===== config.mk =====
export PLATFORM = sky130hd
export DESIGN_NAME = motion_accum
export DESIGN_NICKNAME = d
export VERILOG_FILES = /design/src/rtl/motion_pkg.sv /design/src/rtl/mac_disp_acc.sv /design/src/rtl/mac_err_acc.sv /design/src/rtl/mac_period.sv /design/src/rtl/motion_accum.sv
export SDC_FILE = /design/constraint.sdc
export NUM_CORES = 1
export LEC_CHECK = 0
export ABC_AREA = 1
export BUFFER_PORTS_ARGS = -buffer_cell sky130_fd_sc_hd__buf_4
export CAP_MARGIN = 20
export CORE_UTILIZATION = 30
export CTS_BUF_LIST = sky130_fd_sc_hd__clkbuf_4 sky130_fd_sc_hd__clkbuf_8
export DETAILED_ROUTE_END_ITERATION = 8
export HOLD_SLACK_MARGIN = 0.02
export PLACE_DENSITY_LB_ADDON = 0.2
export SYNTH_ARGS = -nofsm -noshare
export SYNTH_HDL_FRONTEND = slang
export SYNTH_SLANG_ARGS = --single-unit

===== constraint.sdc =====
create_clock -name clk -period 3.2 [get_ports clk]
set_input_delay 0.48 -clock clk [delete_from_list [all_inputs] [get_ports clk]]
set_output_delay 0.48 -clock clk [all_outputs]
set_load 0.05 [all_outputs]

===== src/rtl/motion_pkg.sv =====
package motion_pkg;

  localparam int PER_W = 9;

  typedef enum logic [1:0] {
    MC_NONE = 2'b00,
    MC_FWD  = 2'b01,
    MC_DBL  = 2'b10,
    MC_REV  = 2'b11
  } mcode_t;

  // samples per report period for a selection code
  function automatic logic [PER_W-1:0] period_len(input logic [3:0] sel);
    logic [PER_W-1:0] r;
    if (sel == 4'd0)
      r = PER_W'(10);
    else if (sel <= 4'd7)
      r = PER_W'(sel) * PER_W'(40);
    else
      r = PER_W'(1);
    return r;
  endfunction

endpackage


===== src/rtl/mac_disp_acc.sv =====
module mac_disp_acc #(
  parameter int W = 11
) (
  input  logic                clk,
  input  logic                rst_n,
  input  logic                step_up,
  input  logic                step_dn,
  input  logic                clear,
  output logic signed [W-1:0] value,
  output logic signed [W-1:0] snap,
  output logic signed [W-1:0] next_value,
  output logic                drop
);

  localparam logic signed [W-1:0] MAXV = {1'b0, {(W-1){1'b1}}};
  localparam logic signed [W-1:0] MINV = {1'b1, {(W-1){1'b0}}};
  localparam logic signed [W-1:0] ONE  = {{(W-1){1'b0}}, 1'b1};

  logic signed [W-1:0] base;

  always_comb begin
    base       = clear ? '0 : value;
    next_value = base;
    drop       = 1'b0;
    if (step_up) begin
      if (base == MAXV) drop = 1'b1;
      else              next_value = base + ONE;
    end else if (step_dn) begin
      if (base == MINV) drop = 1'b1;
      else              next_value = base - ONE;
    end
  end

  always_ff @(posedge clk) begin
    if (!rst_n) begin
      value <= '0;
      snap  <= '0;
    end else begin
      value <= next_value;
      if (clear) snap <= value;
    end
  end

  assert_no_overflow_R3: assert property (@(posedge clk) disable iff (!rst_n)
    (step_up && !clear && value == MAXV) |=> (value == MAXV));

  assert_no_underflow_R3: assert property (@(posedge clk) disable iff (!rst_n)
    (step_dn && !clear && value == MINV) |=> (value == MINV));

  assert_idle_hold_R1: assert property (@(posedge clk) disable iff (!rst_n)
    (!step_up && !step_dn && !clear) |=> $stable(value));

  assert_disp_snap_R7: assert property (@(posedge clk) disable iff (!rst_n)
    clear |=> (snap == $past(value)));

endmodule


===== src/rtl/mac_err_acc.sv =====
module mac_err_acc #(
  parameter int W = 4
) (
  input  logic         clk,
  input  logic         rst_n,
  input  logic         hit,
  input  logic         clear,
  output logic [W-1:0] count,
  output logic [W-1:0] snap,
  output logic [W-1:0] next_count,
  output logic         sat_hit
);

  localparam logic [W-1:0] TOP = '1;

  logic [W-1:0] base;

  always_comb begin
    base       = clear ? '0 : count;
    next_count = base;
    sat_hit    = 1'b0;
    if (hit) begin
      if (base == TOP) sat_hit = 1'b1;
      else             next_count = base + W'(1);
    end
  end

  always_ff @(posedge clk) begin
    if (!rst_n) begin
      count <= '0;
      snap  <= '0;
    end else begin
      count <= next_count;
      if (clear) snap <= count;
    end
  end

  assert_saturate_R4: assert property (@(posedge clk) disable iff (!rst_n)
    (hit && !clear && count == TOP) |=> (count == TOP));

  assert_err_snap_R7: assert property (@(posedge clk) disable iff (!rst_n)
    clear |=> (snap == $past(count)));

  assert_err_idle_R2: assert property (@(posedge clk) disable iff (!rst_n)
    (!hit && !clear) |=> $stable(count));

endmodule


===== src/rtl/mac_period.sv =====
module mac_period
  import motion_pkg::*;
#(
  parameter int PW = PER_W
) (
  input  logic       clk,
  input  logic       rst_n,
  input  logic       restart,
  input  logic       smp_valid,
  input  logic [3:0] sel,
  output logic       period_end
);

  logic [PW-1:0] cnt;
  logic [PW-1:0] base;
  logic [PW-1:0] len;

  always_comb begin
    len        = PW'(period_len(sel));
    base       = restart ? '0 : cnt;
    period_end = smp_valid && (base >= len - PW'(1));
  end

  always_ff @(posedge clk) begin
    if (!rst_n)          cnt <= '0;
    else if (period_end) cnt <= '0;
    else if (smp_valid)  cnt <= base + PW'(1);
    else                 cnt <= base;
  end

  assert_restart_R10: assert property (@(posedge clk) disable iff (!rst_n)
    (restart && !smp_valid) |=> (cnt == '0));

  assert_end_wraps_R5: assert property (@(posedge clk) disable iff (!rst_n)
    period_end |=> (cnt == '0));

endmodule


===== src/rtl/motion_accum.sv =====
module motion_accum
  import motion_pkg::*;
#(
  parameter int DISP_W = 11,
  parameter int ERR_W  = 4
) (
  input  logic                     clk,
  input  logic                     rst_n,
  input  logic                     start,
  input  logic                     in_valid,
  output logic                     in_ready,
  input  logic [1:0]               in_code,
  input  logic [3:0]               report_sel,
  input  logic                     clr_both,
  input  logic                     clr_disp,
  input  logic                     clr_err,
  input  logic                     sc_report_both,
  input  logic                     sc_report_disp,
  input  logic                     sc_double_err,
  output logic signed [DISP_W-1:0] disp,
  output logic [ERR_W-1:0]         errs,
  output logic signed [DISP_W-1:0] disp_snap,
  output logic [ERR_W-1:0]         errs_snap,
  output logic                     ev_report,
  output logic                     ev_double,
  output logic                     ev_overflow
);

  mcode_t code;
  logic   take;
  logic   step_up, step_dn, dbl_hit;
  logic   kill_disp, kill_err;
  logic   per_end, drop, sat_hit;
  logic signed [DISP_W-1:0] disp_nx;
  logic [ERR_W-1:0]         errs_nx;

  always_comb begin
    in_ready  = rst_n;
    take      = in_valid && in_ready;
    code      = mcode_t'(in_code);
    step_up   = take && (code == MC_FWD);
    step_dn   = take && (code == MC_REV);
    dbl_hit   = take && (code == MC_DBL);
    kill_disp = clr_both || clr_disp ||
                (ev_report && (sc_report_both || sc_report_disp));
    kill_err  = clr_both || clr_err ||
                (ev_report && sc_report_both) ||
                (ev_double && sc_double_err);
  end

  mac_disp_acc #(.W(DISP_W)) u_disp (
    .clk        (clk),
    .rst_n      (rst_n),
    .step_up    (step_up),
    .step_dn    (step_dn),
    .clear      (kill_disp),
    .value      (disp),
    .snap       (disp_snap),
    .next_value (disp_nx),
    .drop       (drop)
  );

  mac_err_acc #(.W(ERR_W)) u_err (
    .clk        (clk),
    .rst_n      (rst_n),
    .hit        (dbl_hit),
    .clear      (kill_err),
    .count      (errs),
    .snap       (errs_snap),
    .next_count (errs_nx),
    .sat_hit    (sat_hit)
  );

  mac_period u_per (
    .clk        (clk),
    .rst_n      (rst_n),
    .restart    (start),
    .smp_valid  (take),
    .sel        (report_sel),
    .period_end (per_end)
  );

  always_ff @(posedge clk) begin
    if (!rst_n) begin
      ev_report   <= 1'b0;
      ev_double   <= 1'b0;
      ev_overflow <= 1'b0;
    end else begin
      ev_report   <= per_end && (disp_nx != '0);
      ev_double   <= per_end && (errs_nx != '0);
      ev_overflow <= drop || sat_hit;
    end
  end

  assert_report_nonzero_R6: assert property (@(posedge clk) disable iff (!rst_n)
    ev_report |-> (disp != '0));

  assert_double_nonzero_R6: assert property (@(posedge clk) disable iff (!rst_n)
    ev_double |-> (errs != '0));

  assert_shortcut_disp_R8: assert property (@(posedge clk) disable iff (!rst_n)
    (ev_report && sc_report_disp && !in_valid) |=> (disp == '0));

  assert_shortcut_err_R8: assert property (@(posedge clk) disable iff (!rst_n)
    (ev_double && sc_double_err && !in_valid) |=> (errs == '0));

  assert_dbl_keeps_disp_R2: assert property (@(posedge clk) disable iff (!rst_n)
    (dbl_hit && !kill_disp) |=> $stable(disp));

  assert_ready_R11: assert property (@(posedge clk) disable iff (!rst_n)
    in_ready);

endmodule


==> results of run 1 <==
how the worst max path moves through the flow:
stage | depth (start not counted) | slack [ns] | start | end
final | 15 | 0.44 | report_sel[1] | u_per.cnt[0]
after global routing | 15 | 0.13 | report_sel[1] | u_per.cnt[4]
after CTS | 15 | 0.43 | report_sel[1] | u_per.cnt[6]
after detailed placement | 15 | 0.11 | report_sel[1] | u_per.cnt[6]
after global placement | 15 | 0.19 | report_sel[1] | u_per.cnt[4]
after floorplan | 14 | 0.49 | report_sel[1] | u_per.cnt[4]
sequential cells by signal, summed over array words and instances, names as in the netlist:
signal	cells
u_disp.snap	11
u_disp.value	11
u_per.cnt	9
u_err.count	4
u_err.snap	4
ev_double	1
ev_overflow	1
ev_report	1
cells by family after synthesis:
logic type	Yosys count
AO/OA/AOI/OAI	73
XOR/XNOR	13
buffers and inverters	80
flip-flops	42
AND/OR/NAND/NOR	208
adder cells (fa/ha/maj)	18
cell usage after synthesis, drive strengths merged (2+ instances only):
cell,n,area (um^2)
a21oi,38,190.2
a31oi,2,12.51
buf,6,47.54
clkbuf,6,22.52
dfxtp,42,840.8
ha,17,212.7
inv,67,251.5
nand2,97,386.6
nand3,37,195.2
nand4,6,37.54
nor2,57,271.5
nor3,7,46.30
nor4,3,18.77
o21ai,26,137.6
xnor2,6,52.55
xor2,7,61.31
area by class of cell:
cell class | instances | area [um^2]
clock inverters | 3 | 25.02
flip-flops and latches | 42 | 840.8
repair buffers | 53 | 397.9
fillers | 984 | 5789
clock buffers | 5 | 68.82
multi-input cells | 312 | 1702
well taps | 129 | 161.4
inverters | 68 | 255.2
stage by stage:
| stage | setup slack, ns | utilization, % | hold WS (ns) |
|---|---|---|---|
| 2_1_floorplan | 0.4921 | - | 0.5285 |
| 5_1_grt | 0.1296 | 37.35 | 0.5178 |
| 6_report | 0.4386 | 37.35 | 0.4950 |
| 3_3_place_gp | 0.1857 | 36.33 | 0.4799 |
| 4_1_cts | 0.4281 | 37.35 | 0.4983 |
| 3_5_place_dp | 0.1101 | 36.33 | 0.4824 |
where the power goes:
part,internal [W],switching (W)
clock network,0.000158,0.000202
registers,0.000536,0.0000104
logic,0.0000722,0.000146
total,0.000766,0.000359
metal layers:
layer | vias up | GRT usage [%] | routed length [um]
met2 | 81 | 26.47 | 3471
met4 | 0 | 3.620 | 66
li1 | 1487 | - | -
met1 | 1266 | 21.24 | 3654
met5 | - | 0 | 0
met3 | 8 | 2.507 | 427
worst register-to-register path, stage by stage, from the launching register on:
cell,delay [ns]
dfxtp_1,0.44
o21ai_2,0.11
nand2_1,0.10
buf_4,0.34
nor2_1,0.18
nor2_1,0.26
nand3_2,0.31
nand3_1,0.17
o21ai_0,0.09
a21oi_1,0.18
nand2_1,0.12
nor2_1,0.15
a21oi_1,0.08
cells in the final DEF (no fill, tap or decap), drive strengths merged, types with 2 or more instances in the layout:
master,instances
a21oi,38
a31oi,2
buf,53
clkbuf,5
clkinv,2
dfxtp,42
ha,17
inv,68
nand2,97
nand3,37
nand4,6
nor2,57
nor3,7
nor4,3
o21ai,26
xnor2,6
xor2,7
==> results.tsv, run 1 <==
stage	metric	value	unit
sta	Final Skew	0.01067	ns
sta	final hold violation count	0	
detailed_routing	DR DRC count	0	
synthesis	synth unique cells	37	
worst_setup_path	Worst Path Required	3.37	ns
worst_setup_path	Buf/Inv on CP	3	
synthesis	Mapped Avg Cell Area	6.608	um^2
sta	post-layout minimum cycle time	2.761	ns
placed_design	Final HPWL DP	5994	um
pwr	Leak	1.698	nW
synthesis	fraction of registers with async set/reset	0	%
die	Rows	35	
worst_hold_path	Hold Crit Start	u_err.count[2]	
synthesis	Top FF cell, synth	dfxtp_1	
grt	total grt overflow	0	
synthesis	post-synthesis sequential area ratio	29.32	%
pwr	power per cell area	326.1	nW/um^2
worst_hold_path	worst min path class	flop to flop	
clock_tree	H-tree levels	2	
finish	diode count	0	
sta	Fmax	362.1	MHz
worst_setup_path	Max Fanout on Critical Path	9	
synthesis	cells after synthesis	434	
die	Boundary Pins	50	
clock_tree	TritonCTS Buffers	5	
grt	initial antenna violation count	0	
worst_setup_path	delay-heaviest family, CP	adder cells	
finish	Non-Filler Instances	612	
finish	fin area	3451	um^2
grt	vias in the first global route	2674	
clock_tree	clk_lat worst skew	0.30	ns
placed_design	port buffer count	49	
sta	setup TNS	0	ns
worst_setup_path	crit path cell chain	buf_4 > ha_1 > ha_1 > fa_1 > nand2_1 > inv_1 > nor3_1 > nand2_1 > xnor2_1 > ha_1 > inv_1 > o21bai_1 > nand2_1 > nand2_1 > a21oi_1	
finish	Nets	516	
worst_setup_path	Crit path top cell by count	nand2_1	
worst_setup_path	crit path launch type	primary input	
die	die height	99.77	um
clock_tree	Max clock buf depth	2	
clock_tree	Post-CTS Hold Buffers	0	
die	Core Region	9240	um^2
run	Max-Cap Viols	0	
grt	first-pass GRT wire length	12540	um
grt	GRT Total Usage	15.78	%
detailed_routing	Vias	2842	
detailed_routing	DRT Pass-1 Iters	5	
detailed_routing	Routed WL per cell	12.45	um
synthesis	Post-Synth Simple-Gate Area	33.55	%
synthesis	Yosys reg bits	42	
finish	layout cell share with drive strength beyond 1	16.15	%
grt	pin count of the biggest net entering global routing	29	
sta	Slew @ Worst Pin	0.5431	ns
sta	RSZ-0062 raised after global routing	no	
sta	fin crit share	86.29	%
pwr	Total Power	0.001125	W
sta	Worst slew margin	63.75	%
detailed_routing	DRT antenna net count	0	
synthesis	largest family of logic cells by synthesized area	simple AND/OR/NAND/NOR gates	
worst_setup_path	reg2reg path depth	12	
sta	max-slew violation count	0	
sta	Final setup viols	0	
worst_setup_path	R2R Setup Slk	0.59	ns
die	Initial Utilization	31.04	%
worst_setup_path	R2R Path End	ev_report	
clock_tree	root buffer cell	clkbuf_8	
detailed_routing	Avg Vias per Cell	4.644	
worst_setup_path	Worst R2R Start	ev_report	
clock_tree	PostCTS Resize Cnt	0	
finish	Area Growth Syn to Fin	20.33	%
synthesis	Yosys Warn Count	0	
clock_tree	CTS tree	built	
die	DIE AREA	9954	um^2
synthesis	post-synthesis cell area	2868	um^2
worst_setup_path	Critical-path top delay cell	fa_1	
synthesis	Syn Nets	468	
detailed_routing	Routed Wire Length	7620	um
worst_setup_path	CP Data Arrival Time	2.93	ns
worst_hold_path	Worst Hold End	u_err.snap[2]	
clock_tree	setup bufs post-CTS	0	
pwr	maximum vdd ir drop	0.0001830	V
worst_hold_path	hold path cells	2	
synthesis	xor/xnor cell area share of the yosys netlist	3.970	%
synthesis	multiplexer area fraction after synthesis	0	%
die	Die W	99.77	um
placed_design	Post-Place Cells	604	
synthesis	compound-gate portion of the synthesized area	13.70	%
status	status	complete, no violations	
worst_setup_path	CP Class	primary input to flop	
clock_tree	Clock transition at path regs	0.09	ns
placed_design	Area after DPL	3357	um^2
worst_setup_path	CP max stage delay	0.43	ns
placed_design	GPL Wtd Cong	0.8251	
synthesis	Adder-Cell Fraction of Synth Area	8.115	%
worst_setup_path	Worst setup EP type	flop	
detailed_routing	DR iter-0 viols	100	
synthesis	EDFF count, synth	0	
clock_tree	clk sinks	42	
Note: power is estimated with default switching activity, not from simulation.
==> run 2: changes to the inputs <==
--- a/config.mk
+++ b/config.mk
@@ -6,13 +6,14 @@
 export NUM_CORES = 1
 export LEC_CHECK = 0
 export ABC_AREA = 1
-export BUFFER_PORTS_ARGS = -buffer_cell sky130_fd_sc_hd__buf_4
 export CAP_MARGIN = 20
 export CORE_UTILIZATION = 30
 export CTS_BUF_LIST = sky130_fd_sc_hd__clkbuf_4 sky130_fd_sc_hd__clkbuf_8
 export DETAILED_ROUTE_END_ITERATION = 8
+export DONT_BUFFER_PORTS = 1
 export HOLD_SLACK_MARGIN = 0.02
 export PLACE_DENSITY_LB_ADDON = 0.2
+export SKIP_CTS_REPAIR_TIMING = 1
 export SYNTH_ARGS = -nofsm -noshare
 export SYNTH_HDL_FRONTEND = slang
 export SYNTH_SLANG_ARGS = --single-unit
==> run 2 against run 1 <==
  * Global-route usage is 0.57 points higher
  * Critical path type is now flop to flop
  * Utilization is 3.6 points lower
  * Die area stayed put
  * Clock-buffer cell count is 1 higher
  * Critical endpoint is now ev_report
==> results.tsv, run 2 (same netlist as run 1, synthesis figures left out) <==
stage	metric	value	unit	change
sta	Fmax	374.4	MHz	+3.4%
pwr	maximum vdd ir drop	0.0001666	V	-9.0%
worst_setup_path	Max Fanout on Critical Path	9		unchanged
sta	final hold violation count	0		unchanged
detailed_routing	Met3 Routed Length	583	um	+37%
detailed_routing	DR DRC count	0		unchanged
die	die height	99.77	um	unchanged
sta	setup TNS	0	ns	unchanged
worst_setup_path	Critical-path top delay cell	dfxtp_1		
clock_tree	Clock transition at path regs	0.08	ns	about the same
grt	GRT Total Usage	16.35	%	+0.57 points
worst_setup_path	Worst Path Required	3.39	ns	+0.02 ns
worst_setup_path	Worst setup EP type	flop		
placed_design	GPL Wtd Cong	0.8199		-0.63%
grt	vias in the first global route	2608		-2.5%
clock_tree	root buffer cell	clkbuf_8		
placed_design	port buffer count	0		-100%
clock_tree	TritonCTS Buffers	5		unchanged
finish	fin area	3117	um^2	-9.7%
worst_setup_path	CP Data Arrival Time	2.86	ns	-0.07 ns
worst_setup_path	CP max stage delay	0.36	ns	-0.07 ns
finish	commonest cells after routing, fill and taps aside	nand2_1 (92), inv_1 (67), nor2_1 (51), dfxtp_1 (42), a21oi_1 (38)		
sta	fin worst setup slack	0.5292	ns	+0.09063 ns
worst_setup_path	crit path cell chain	nand2_1 > nand2_1 > nor2_4 > nand2_1 > inv_1 > ha_1 > nand2_1 > nor2_1 > nand2_2 > nor2_8 > nand2_2 > nand2_1 > nand2_1 > nand2_1 > nand2_1 > nor2_1 > nand3_1 > nor2_1 > a21oi_1		
sta	Worst slew margin	57.26	%	-6.5 points
grt	total grt overflow	0		unchanged
sta	Final Skew	0.004993	ns	-0.005672 ns
finish	diode count	0		unchanged
grt	first-pass GRT wire length	12870	um	+2.6%
die	Die W	99.77	um	unchanged
pwr	Leak	1.474	nW	-13%
pwr	Pint	0.0007444	W	-2.8%
run	Max-Cap Viols	0		unchanged
pwr	sequential power share	53.9	%	+5.3 points
pwr	power per cell area	347.6	nW/um^2	+6.6%
clock_tree	clk_lat worst skew	0.30	ns	about the same
pwr	Sw Pwr	0.0003390	W	-5.7%
detailed_routing	Vias	2733		-3.8%
finish	layout cell share with drive strength beyond 1	7.745	%	-8.4 points
sta	Final setup viols	0		unchanged
status	status	complete, no violations		
detailed_routing	Top Metal Used	met4		
detailed_routing	DR iter-0 viols	120		+20%
finish	Post-Route Utilization	33.73	%	-3.6 points
clock_tree	CTS tree	built		
placed_design	Final HPWL DP	5824	um	-2.8%
finish	commonest non-fill, non-tap cell in the layout	nand2_1		
clock_tree	Max clock buf depth	2		unchanged
grt	initial antenna violation count	0		unchanged
placed_design	Area after DPL	3027	um^2	-9.8%
pwr	power share of the clock group	33.5	%	+1.5 points
clock_tree	clk sinks	42		unchanged
sta	max-slew violation count	0		unchanged
detailed_routing	DRT Pass-1 Iters	4		-1
sta	fin crit share	83.46	%	-2.8 points
worst_hold_path	worst min path class	primary input to flop		
detailed_routing	Routed WL per cell	13.56	um	+8.9%
worst_setup_path	crit path launch type	flop		
die	Initial Utilization	31.04	%	unchanged
finish	Largest regs	u_disp.snap: 11 flops, u_disp.value: 11 flops, u_per.cnt: 9 flops		
worst_setup_path	CP Class	flop to flop		
sta	Slew @ Worst Pin	0.6403	ns	+0.09717 ns
die	Core Region	9240	um^2	unchanged
pwr	Comb power frac	12.6	%	-6.8 points
finish	Nets	472		-8.5%
detailed_routing	WL met1	3497	um	-4.3%
grt	pin count of the biggest net entering global routing	28		-3.4%
sta	RSZ-0062 raised after global routing	no		
sta	post-layout minimum cycle time	2.671	ns	-0.09063 ns
finish	Area Growth Syn to Fin	8.682	%	
clock_tree	H-tree levels	2		unchanged
pwr	Total Power	0.001083	W	-3.7%
pwr	Switching Share	31.29	%	-0.65 points
detailed_routing	DRT antenna net count	0		unchanged
detailed_routing	Routed Wire Length	7703	um	+1.1%
die	Boundary Pins	50		unchanged
placed_design	dpl ws	0.2485	ns	+0.1384 ns
detailed_routing	met2 wire length	3479	um	+0.23%
worst_setup_path	Crit path top cell by count	nand2_1		
die	DIE AREA	9954	um^2	unchanged
die	Rows	35		unchanged
detailed_routing	Avg Vias per Cell	4.812		+3.6%
==> run 2: cell count changes in the layout (fill, tap and decap cells not counted), sizes merged <==
cell and change:
buf -44, clkbuf +1, clkinv +1, clkinvlp -1, inv -1
==> run 2: final timing paths <==
check	from	endpoint	slack [ns]	depth (start not counted)
worst max-delay path	ev_report	ev_report	0.53	19
worst max register to register	ev_report	ev_report	0.53	19
worst min register to register	u_disp.value[1]	u_disp.snap[1]	0.49	2
worst min-delay path	rst_n	u_err.snap[0]	0.31	2
==> run 2: power groups by stage <==
stage | clock network, W | registers [W] | logic (W)
after floorplan | 0 | 0.000600 | 0.000109
after global placement | 0 | 0.000597 | 0.000137
after detailed placement | 0 | 0.000597 | 0.000137
after CTS | 0.000372 | 0.000584 | 0.000139
after global routing | 0.000397 | 0.000586 | 0.000159
final | 0.000363 | 0.000584 | 0.000137
==> run 2: final cells by class <==
| cell class | instances | area [um^2] |
|---|---|---|
| fillers | 1000 | 6123 |
| clock buffers | 6 | 76.32 |
| repair buffers | 9 | 67.56 |
| clock inverters | 2 | 13.76 |
| inverters | 68 | 255.2 |
| multi-input cells | 312 | 1702 |
| flip-flops and latches | 42 | 840.8 |
| well taps | 129 | 161.4 |
==> run 2: per-stage QoR <==
step                      cells  hold WS (ns)
after global placement      560        0.4803
final                       568        0.3128
after CTS                   568        0.3040
after global routing        568        0.3046
after detailed placement    560        0.4801
after floorplan             434        0.5285
==> run 2: metal layers <==
layer	vias up	track usage, %
met5	-	0
met1	1247	20.65
li1	1400	-
met2	72	26.95
met4	0	5.090
met3	14	4.596
==> run 2: critical path: cells and delay by family, from the launching register on <==
kind	cells	cell delay, ns
buf+inv	1	0.10
flops	1	0.36
fa+ha+maj	1	0.21
compound gates	1	0.07
simple gates	16	1.82
